===== config.mk =====
export PLATFORM = sky130hd
export DESIGN_NAME = serial_funnel_shifter
export DESIGN_NICKNAME = d
export VERILOG_FILES = /design/src/rtl/sfs_pkg.sv /design/src/rtl/sfs_rst_sync.sv /design/src/rtl/sfs_ctrl.sv /design/src/rtl/sfs_datapath.sv /design/src/rtl/serial_funnel_shifter.sv
export SDC_FILE = /design/constraint.sdc
export NUM_CORES = 1
export LEC_CHECK = 0
export ABC_AREA = 1
export BUFFER_PORTS_ARGS = -buffer_cell sky130_fd_sc_hd__buf_2
export CAP_MARGIN = 10
export CORE_UTILIZATION = 50
export DETAILED_ROUTE_END_ITERATION = 12
export PLACE_DENSITY = 0.81
export SLEW_MARGIN = 20
export SYNTH_ARGS = -nofsm -noshare
export SYNTH_HDL_FRONTEND = slang
export SYNTH_SLANG_ARGS = --single-unit

===== constraint.sdc =====
create_clock -name clk_i -period 3.1 [get_ports clk_i]
set_input_delay 0.31 -clock clk_i [delete_from_list [all_inputs] [get_ports clk_i]]
set_output_delay 0.31 -clock clk_i [all_outputs]
set_load 0.02 [all_outputs]

===== src/rtl/sfs_pkg.sv =====
package sfs_pkg;
  typedef enum logic {
    SFS_LEFT  = 1'b0,
    SFS_RIGHT = 1'b1
  } sfs_dir_e;

  typedef enum logic {
    SFS_HALF = 1'b0,
    SFS_FULL = 1'b1
  } sfs_size_e;
endpackage


===== src/rtl/sfs_rst_sync.sv =====
module sfs_rst_sync #(
  parameter int STAGES = 2
) (
  input  logic clk_i,
  input  logic arst_ni,
  output logic srst_no
);
  logic [STAGES-1:0] chain_q;

  always_ff @(posedge clk_i or negedge arst_ni) begin
    if (!arst_ni) chain_q <= '0;
    else          chain_q <= {chain_q[STAGES-2:0], 1'b1};
  end

  assign srst_no = chain_q[STAGES-1];
endmodule


===== src/rtl/sfs_ctrl.sv =====
module sfs_ctrl #(
  parameter int CNT_W = 5
) (
  input  logic             clk_i,
  input  logic             rst_ni,
  input  logic             start_i,
  input  logic [CNT_W-1:0] cnt_i,
  output logic             load_o,
  output logic             step_o,
  output logic             busy_o,
  output logic             done_o
);
  logic [CNT_W-1:0] left_q, left_d;
  logic             busy_q, busy_d;
  logic             done_q, done_d;
  logic             finish;
  logic             left_en;

  always_comb begin
    load_o  = start_i && !busy_q;
    step_o  = busy_q && (left_q != '0);
    finish  = busy_q && (left_q <= CNT_W'(1));
    left_en = load_o || step_o;
    left_d  = left_q;
    if (load_o)      left_d = cnt_i;
    else if (step_o) left_d = left_q - CNT_W'(1);
    busy_d = busy_q;
    if (load_o)      busy_d = 1'b1;
    else if (finish) busy_d = 1'b0;
    done_d = finish;
  end

  always_ff @(posedge clk_i or negedge rst_ni) begin
    if (!rst_ni) begin
      left_q <= '0;
      busy_q <= 1'b0;
      done_q <= 1'b0;
    end else begin
      if (left_en) left_q <= left_d;
      busy_q <= busy_d;
      done_q <= done_d;
    end
  end

  assign busy_o = busy_q;
  assign done_o = done_q;
endmodule


===== src/rtl/sfs_datapath.sv =====
module sfs_datapath
  import sfs_pkg::*;
#(
  parameter int DATA_W = 32
) (
  input  logic              clk_i,
  input  logic              rst_ni,
  input  logic              load_i,
  input  logic              step_i,
  input  logic              dir_i,
  input  logic              size_i,
  input  logic [DATA_W-1:0] dst_i,
  input  logic [DATA_W-1:0] src_i,
  output logic [DATA_W-1:0] res_o,
  output logic              carry_o,
  output logic              op_full_o,
  output logic              op_left_o
);
  localparam int HALF_W = DATA_W / 2;

  logic [DATA_W-1:0] dst_q, dst_d, src_q, src_d;
  logic              carry_q, carry_d;
  sfs_dir_e          dir_q, dir_d;
  sfs_size_e         size_q, size_d;

  logic [DATA_W-1:0] load_mask;
  logic [DATA_W-1:0] dst_step, src_step, lane_on;
  logic              size_full, dir_left;
  logic              src_top, dst_top;
  logic              reg_en;

  assign size_full = (size_q == SFS_FULL);
  assign dir_left  = (dir_q == SFS_LEFT);
  assign src_top   = size_full ? src_q[DATA_W-1] : src_q[HALF_W-1];
  assign dst_top   = size_full ? dst_q[DATA_W-1] : dst_q[HALF_W-1];
  assign load_mask = size_i ? {DATA_W{1'b1}} : {{HALF_W{1'b0}}, {HALF_W{1'b1}}};

  for (genvar i = 0; i < DATA_W; i++) begin : g_bit
    logic from_lo, from_hi, src_lo, src_hi;
    if (i == 0) begin : g_lsb
      assign from_lo = src_top;
      assign src_lo  = 1'b0;
    end else begin : g_up
      assign from_lo = dst_q[i-1];
      assign src_lo  = src_q[i-1];
    end
    if (i == DATA_W-1) begin : g_msb
      assign from_hi = size_full & src_q[0];
      assign src_hi  = 1'b0;
    end else if (i == HALF_W-1) begin : g_half_top
      assign from_hi = size_full ? dst_q[i+1] : src_q[0];
      assign src_hi  = size_full & src_q[i+1];
    end else begin : g_dn
      assign from_hi = dst_q[i+1];
      assign src_hi  = src_q[i+1];
    end
    assign lane_on[i]  = (i < HALF_W) || size_full;
    assign dst_step[i] = lane_on[i] & (dir_left ? from_lo : from_hi);
    assign src_step[i] = lane_on[i] & (dir_left ? src_lo : src_hi);
  end

  always_comb begin
    reg_en  = load_i || step_i;
    dst_d   = dst_q;
    src_d   = src_q;
    carry_d = carry_q;
    dir_d   = dir_q;
    size_d  = size_q;
    if (load_i) begin
      dir_d  = sfs_dir_e'(dir_i);
      size_d = sfs_size_e'(size_i);
      dst_d  = dst_i & load_mask;
      src_d  = src_i & load_mask;
    end else if (step_i) begin
      dst_d   = dst_step;
      src_d   = src_step;
      carry_d = dir_left ? dst_top : dst_q[0];
    end
  end

  always_ff @(posedge clk_i or negedge rst_ni) begin
    if (!rst_ni) begin
      dst_q   <= '0;
      src_q   <= '0;
      carry_q <= 1'b0;
      dir_q   <= SFS_LEFT;
      size_q  <= SFS_HALF;
    end else if (reg_en) begin
      dst_q   <= dst_d;
      src_q   <= src_d;
      carry_q <= carry_d;
      dir_q   <= dir_d;
      size_q  <= size_d;
    end
  end

  assign res_o     = dst_q;
  assign carry_o   = carry_q;
  assign op_full_o = size_full;
  assign op_left_o = dir_left;
endmodule


===== src/rtl/serial_funnel_shifter.sv =====
module serial_funnel_shifter #(
  parameter int DATA_W = 32,
  parameter int CNT_W  = $clog2(DATA_W)
) (
  input  logic              clk_i,
  input  logic              rst_ni,
  input  logic              start_i,
  input  logic              dir_i,
  input  logic              size_i,
  input  logic [DATA_W-1:0] dst_i,
  input  logic [DATA_W-1:0] src_i,
  input  logic [CNT_W-1:0]  count_i,
  output logic [DATA_W-1:0] res_o,
  output logic              carry_o,
  output logic              busy_o,
  output logic              done_o
);
  logic rst_s_n;
  logic load, step;
  logic op_full, op_left;

  sfs_rst_sync #(.STAGES(2)) u_rst (
    .clk_i   (clk_i),
    .arst_ni (rst_ni),
    .srst_no (rst_s_n)
  );

  sfs_ctrl #(.CNT_W(CNT_W)) u_ctrl (
    .clk_i   (clk_i),
    .rst_ni  (rst_s_n),
    .start_i (start_i),
    .cnt_i   (count_i),
    .load_o  (load),
    .step_o  (step),
    .busy_o  (busy_o),
    .done_o  (done_o)
  );

  sfs_datapath #(.DATA_W(DATA_W)) u_dp (
    .clk_i     (clk_i),
    .rst_ni    (rst_s_n),
    .load_i    (load),
    .step_i    (step),
    .dir_i     (dir_i),
    .size_i    (size_i),
    .dst_i     (dst_i),
    .src_i     (src_i),
    .res_o     (res_o),
    .carry_o   (carry_o),
    .op_full_o (op_full),
    .op_left_o (op_left)
  );
endmodule


==> impl_metrics.toml <==
[clock_network]
cts_buffer_depth = 2
cts_buffers = 9
clk-insertion-delay-late_ps = 350
cts_hold_buffers = 1
clkSinkCount = 76
clock-root-buffer = "clkbuf_8"
cts_tree = "done"
ctsHtreeMaxLevel = 3
clk_pin_slew_worst_paths_ps = 80
cts-resized-gates = 0
cts_setup_buffers = 0

[floorplanning]
die-area_um2 = 9840
die_y_um = 99.2
start_util = 0.514
die_w_um = 99.2
design.core.area_um2 = 9200
io_pins = 109
num_rows = 35

[job]
maxCapViolations = 0

[layout]
drive_above_1_share = 0.170
multiInputGateArea_um2 = 2520
diodes = 0
final_area_um2 = 5490
fillCellCount = 911
regArea_um2 = 1910
area_delta_synth_final_pct = 16.3
nets = 926

[sta]
fin_ws_ps = 967
whs_ps = 176
hold_violations = 0
drv_slew = 0
period_minus_slack_ps = 2130
setup_viol = 0
worst_pin_slew_ps = 1080
relSlewSlack = 0.282
fmax_mhz = 469
fin_skew_ps = 9.22
finalCritPeriodShare = 0.688
rsz0062_at_grt = "no"
setup_tns_ps = 0

[synth]
ys_seq_elements = 76
synth.avg_cell_area_um2 = 6.15
synth_nets = 844
synth-seq-area-share = 0.403
ys_types = 20
synth.cell_area_um2 = 4720
yosysWarnings = 0
synth_cells = 768

[place]
portBuffers = 108
place_ws_ps = 987
hpwlAfterDp_um = 7520
placed_area_um2 = 5230
gp_congestion = 0.828

[setup_path]
cpLargestDelayFamily = "buffers and inverters"
path_buf_inv = 3
crit_end = "u_dp.src_q[31]$_DFFE_PN0P_"
crit_arrival_ps = 2420
crit_chain = "inv_2 -> nand2_4 -> buf_4 -> buf_4 -> nand4_1 -> nand2_1 -> nand2_1 -> nand2_1"
rr_endpoint = "u_dp.src_q[31]$_DFFE_PN0P_"
path_common_cell = "nand2_1"
critPathCaptureType = "flip-flop"
path_depth = 8
cp_slowest_cell = "dfrtp_1"
crit_path_start = "u_ctrl.busy_o$_DFFE_PN0P_"
r2r_cells = 8
crit_fanout = 42
timing.rr.start = "u_ctrl.busy_o$_DFFE_PN0P_"
slowest_delay_ps = 490
critPathKind = "reg2reg"
critPathLaunchType = "flip-flop"
crit_required_ps = 3380
reg2reg_slack_ps = 970

[global_routing]
grt_start_max_net_pins = 75
first_global_vias = 4587
gr-usage-all-layers = 0.258
grt_remaining_overflow = 0
antenna_found_initial = 0
grt_pass1_wl_um = 20500

[route]
post_drt_wl_per_cell_um = 12.4
drc = 0
firstDrtPassIters = 4
wirelength_um = 12000
num_vias = 4909
drtAntennaViolNets = 0
drt-initial-drc-count = 291
vias_per_cell = 5.08

[outcome]
status = "completed"

[power_and_ir_drop]
power.density_nw_per_um2 = 885
p_leak_nw = 3.42
vdd_ir_drop_max_uv = 435
power_mw = 4.86

[hold_path]
hold_path_class = "in2reg"
==> flip-flops by register name, indices dropped and copies added (netlist names) <==
register	count
u_dp.res_o	32
u_dp.src_q	32
u_ctrl.left_q	5
u_dp.dir_q	1
u_dp.carry_o	1
u_ctrl.done_o	1
u_ctrl.busy_o	1
u_dp.op_full_o	1
u_rst.chain_q	2
==> cells in the final DEF (no fill, tap or decap), types with 2 or more instances in the layout <==
cell and count:
nand2_1 530, buf_2 108, nand3_1 77, dfrtp_1 74
clkbuf_8 11, inv_1 10, buf_4 10, nor2_1 6
nor2_2 3, inv_2 3, o21ai_0 3, bufinv_16 3
nand2_2 2, ha_1 2
==> worst reg2reg max path, stage by stage, from the launching register on <==
cell and delay [ps]:
dfrtp_1 490, inv_2 90, nand2_4 300, buf_4 370
buf_4 440, nand4_1 140, nand2_1 100, nand2_1 50
nand2_1 80
==> cells by family (layout without fill, tap and decap cells) <==
family | after synthesis | count (layout) | share of synthesized area
fa+ha+maj | 2 | 2 | 0.00530
compound gates | 6 | 6 | 0.00662
other cells | 1 | 1 | 0.000794
buf+inv | 61 | 148 | 0.0652
flops | 76 | 76 | 0.403
simple gates | 622 | 622 | 0.519
==> where the power goes <==
| group | switching [mW] | leakage, nW | internal [mW] | total, mW |
|---|---|---|---|---|
| clock | 0.370 | 0.127 | 0.578 | 0.949 |
| sequential | 0.323 | 1.00 | 1.31 | 1.63 |
| combinational | 1.59 | 2.29 | 0.695 | 2.28 |
| total | 2.28 | 3.42 | 2.58 | 4.86 |
==> synthesized netlist by cell type <==
cell,instances,area share
a21oi_1,1,0.0011
a31oi_1,1,0.0013
buf_2,36,0.038
buf_4,1,0.0016
buf_6,4,0.0095
clkbuf_1,7,0.0056
conb_1,1,0.00079
dfrtp_1,76,0.40
ha_1,2,0.0053
inv_1,10,0.0079
inv_2,3,0.0024
nand2_1,530,0.42
nand2_2,3,0.0040
nand3_1,77,0.082
nand4_1,1,0.0013
nor2_1,6,0.0048
nor2_2,4,0.0053
o21ai_0,3,0.0032
o21ai_1,1,0.0011
or2_1,1,0.0013
==> how the worst min path moves through the flow <==
| stage | start | end | slack, ps | cells past startpoint |
|---|---|---|---|---|
| floorplan | rst_ni | u_rst.chain_q[0]$_DFF_PN0_ | 10 | 0 |
| global placement | rst_ni | u_rst.chain_q[0]$_DFF_PN0_ | 100 | 1 |
| detailed placement | rst_ni | u_rst.chain_q[0]$_DFF_PN0_ | 100 | 1 |
| CTS | dir_i | u_dp.dir_q$_DFFE_PN0P_ | 170 | 3 |
| global route | count_i[4] | u_ctrl.left_q[4]$_DFFE_PN0P_ | 200 | 3 |
| finish | count_i[4] | u_ctrl.left_q[4]$_DFFE_PN0P_ | 180 | 3 |
==> area by class of cell <==
cell class                      instances  share of cell area
Inverter                               13             0.00888
Clock buffer                           12              0.0282
Multi-Input combinational cell        631               0.459
Timing Repair Buffer                  119               0.114
Sequential cell                        76               0.347
Clock inverter                          4              0.0173
Tap cell                              111              0.0253
==> metal layers <==
layer	part of all wire	track usage
met3	0.062	0.0358
met1	0.44	0.337
met5	0	0
met2	0.49	0.450
met4	0.0074	0.0724
==> metrics by stage <==
| step | utilization | cells |
|---|---|---|
| global placement | 0.569 | 949 |
| CTS | 0.597 | 966 |
| global route | 0.597 | 966 |
| detailed placement | 0.569 | 949 |
| finish | 0.597 | 966 |
| floorplan | - | 768 |
Power figures use the tool's default switching activity.
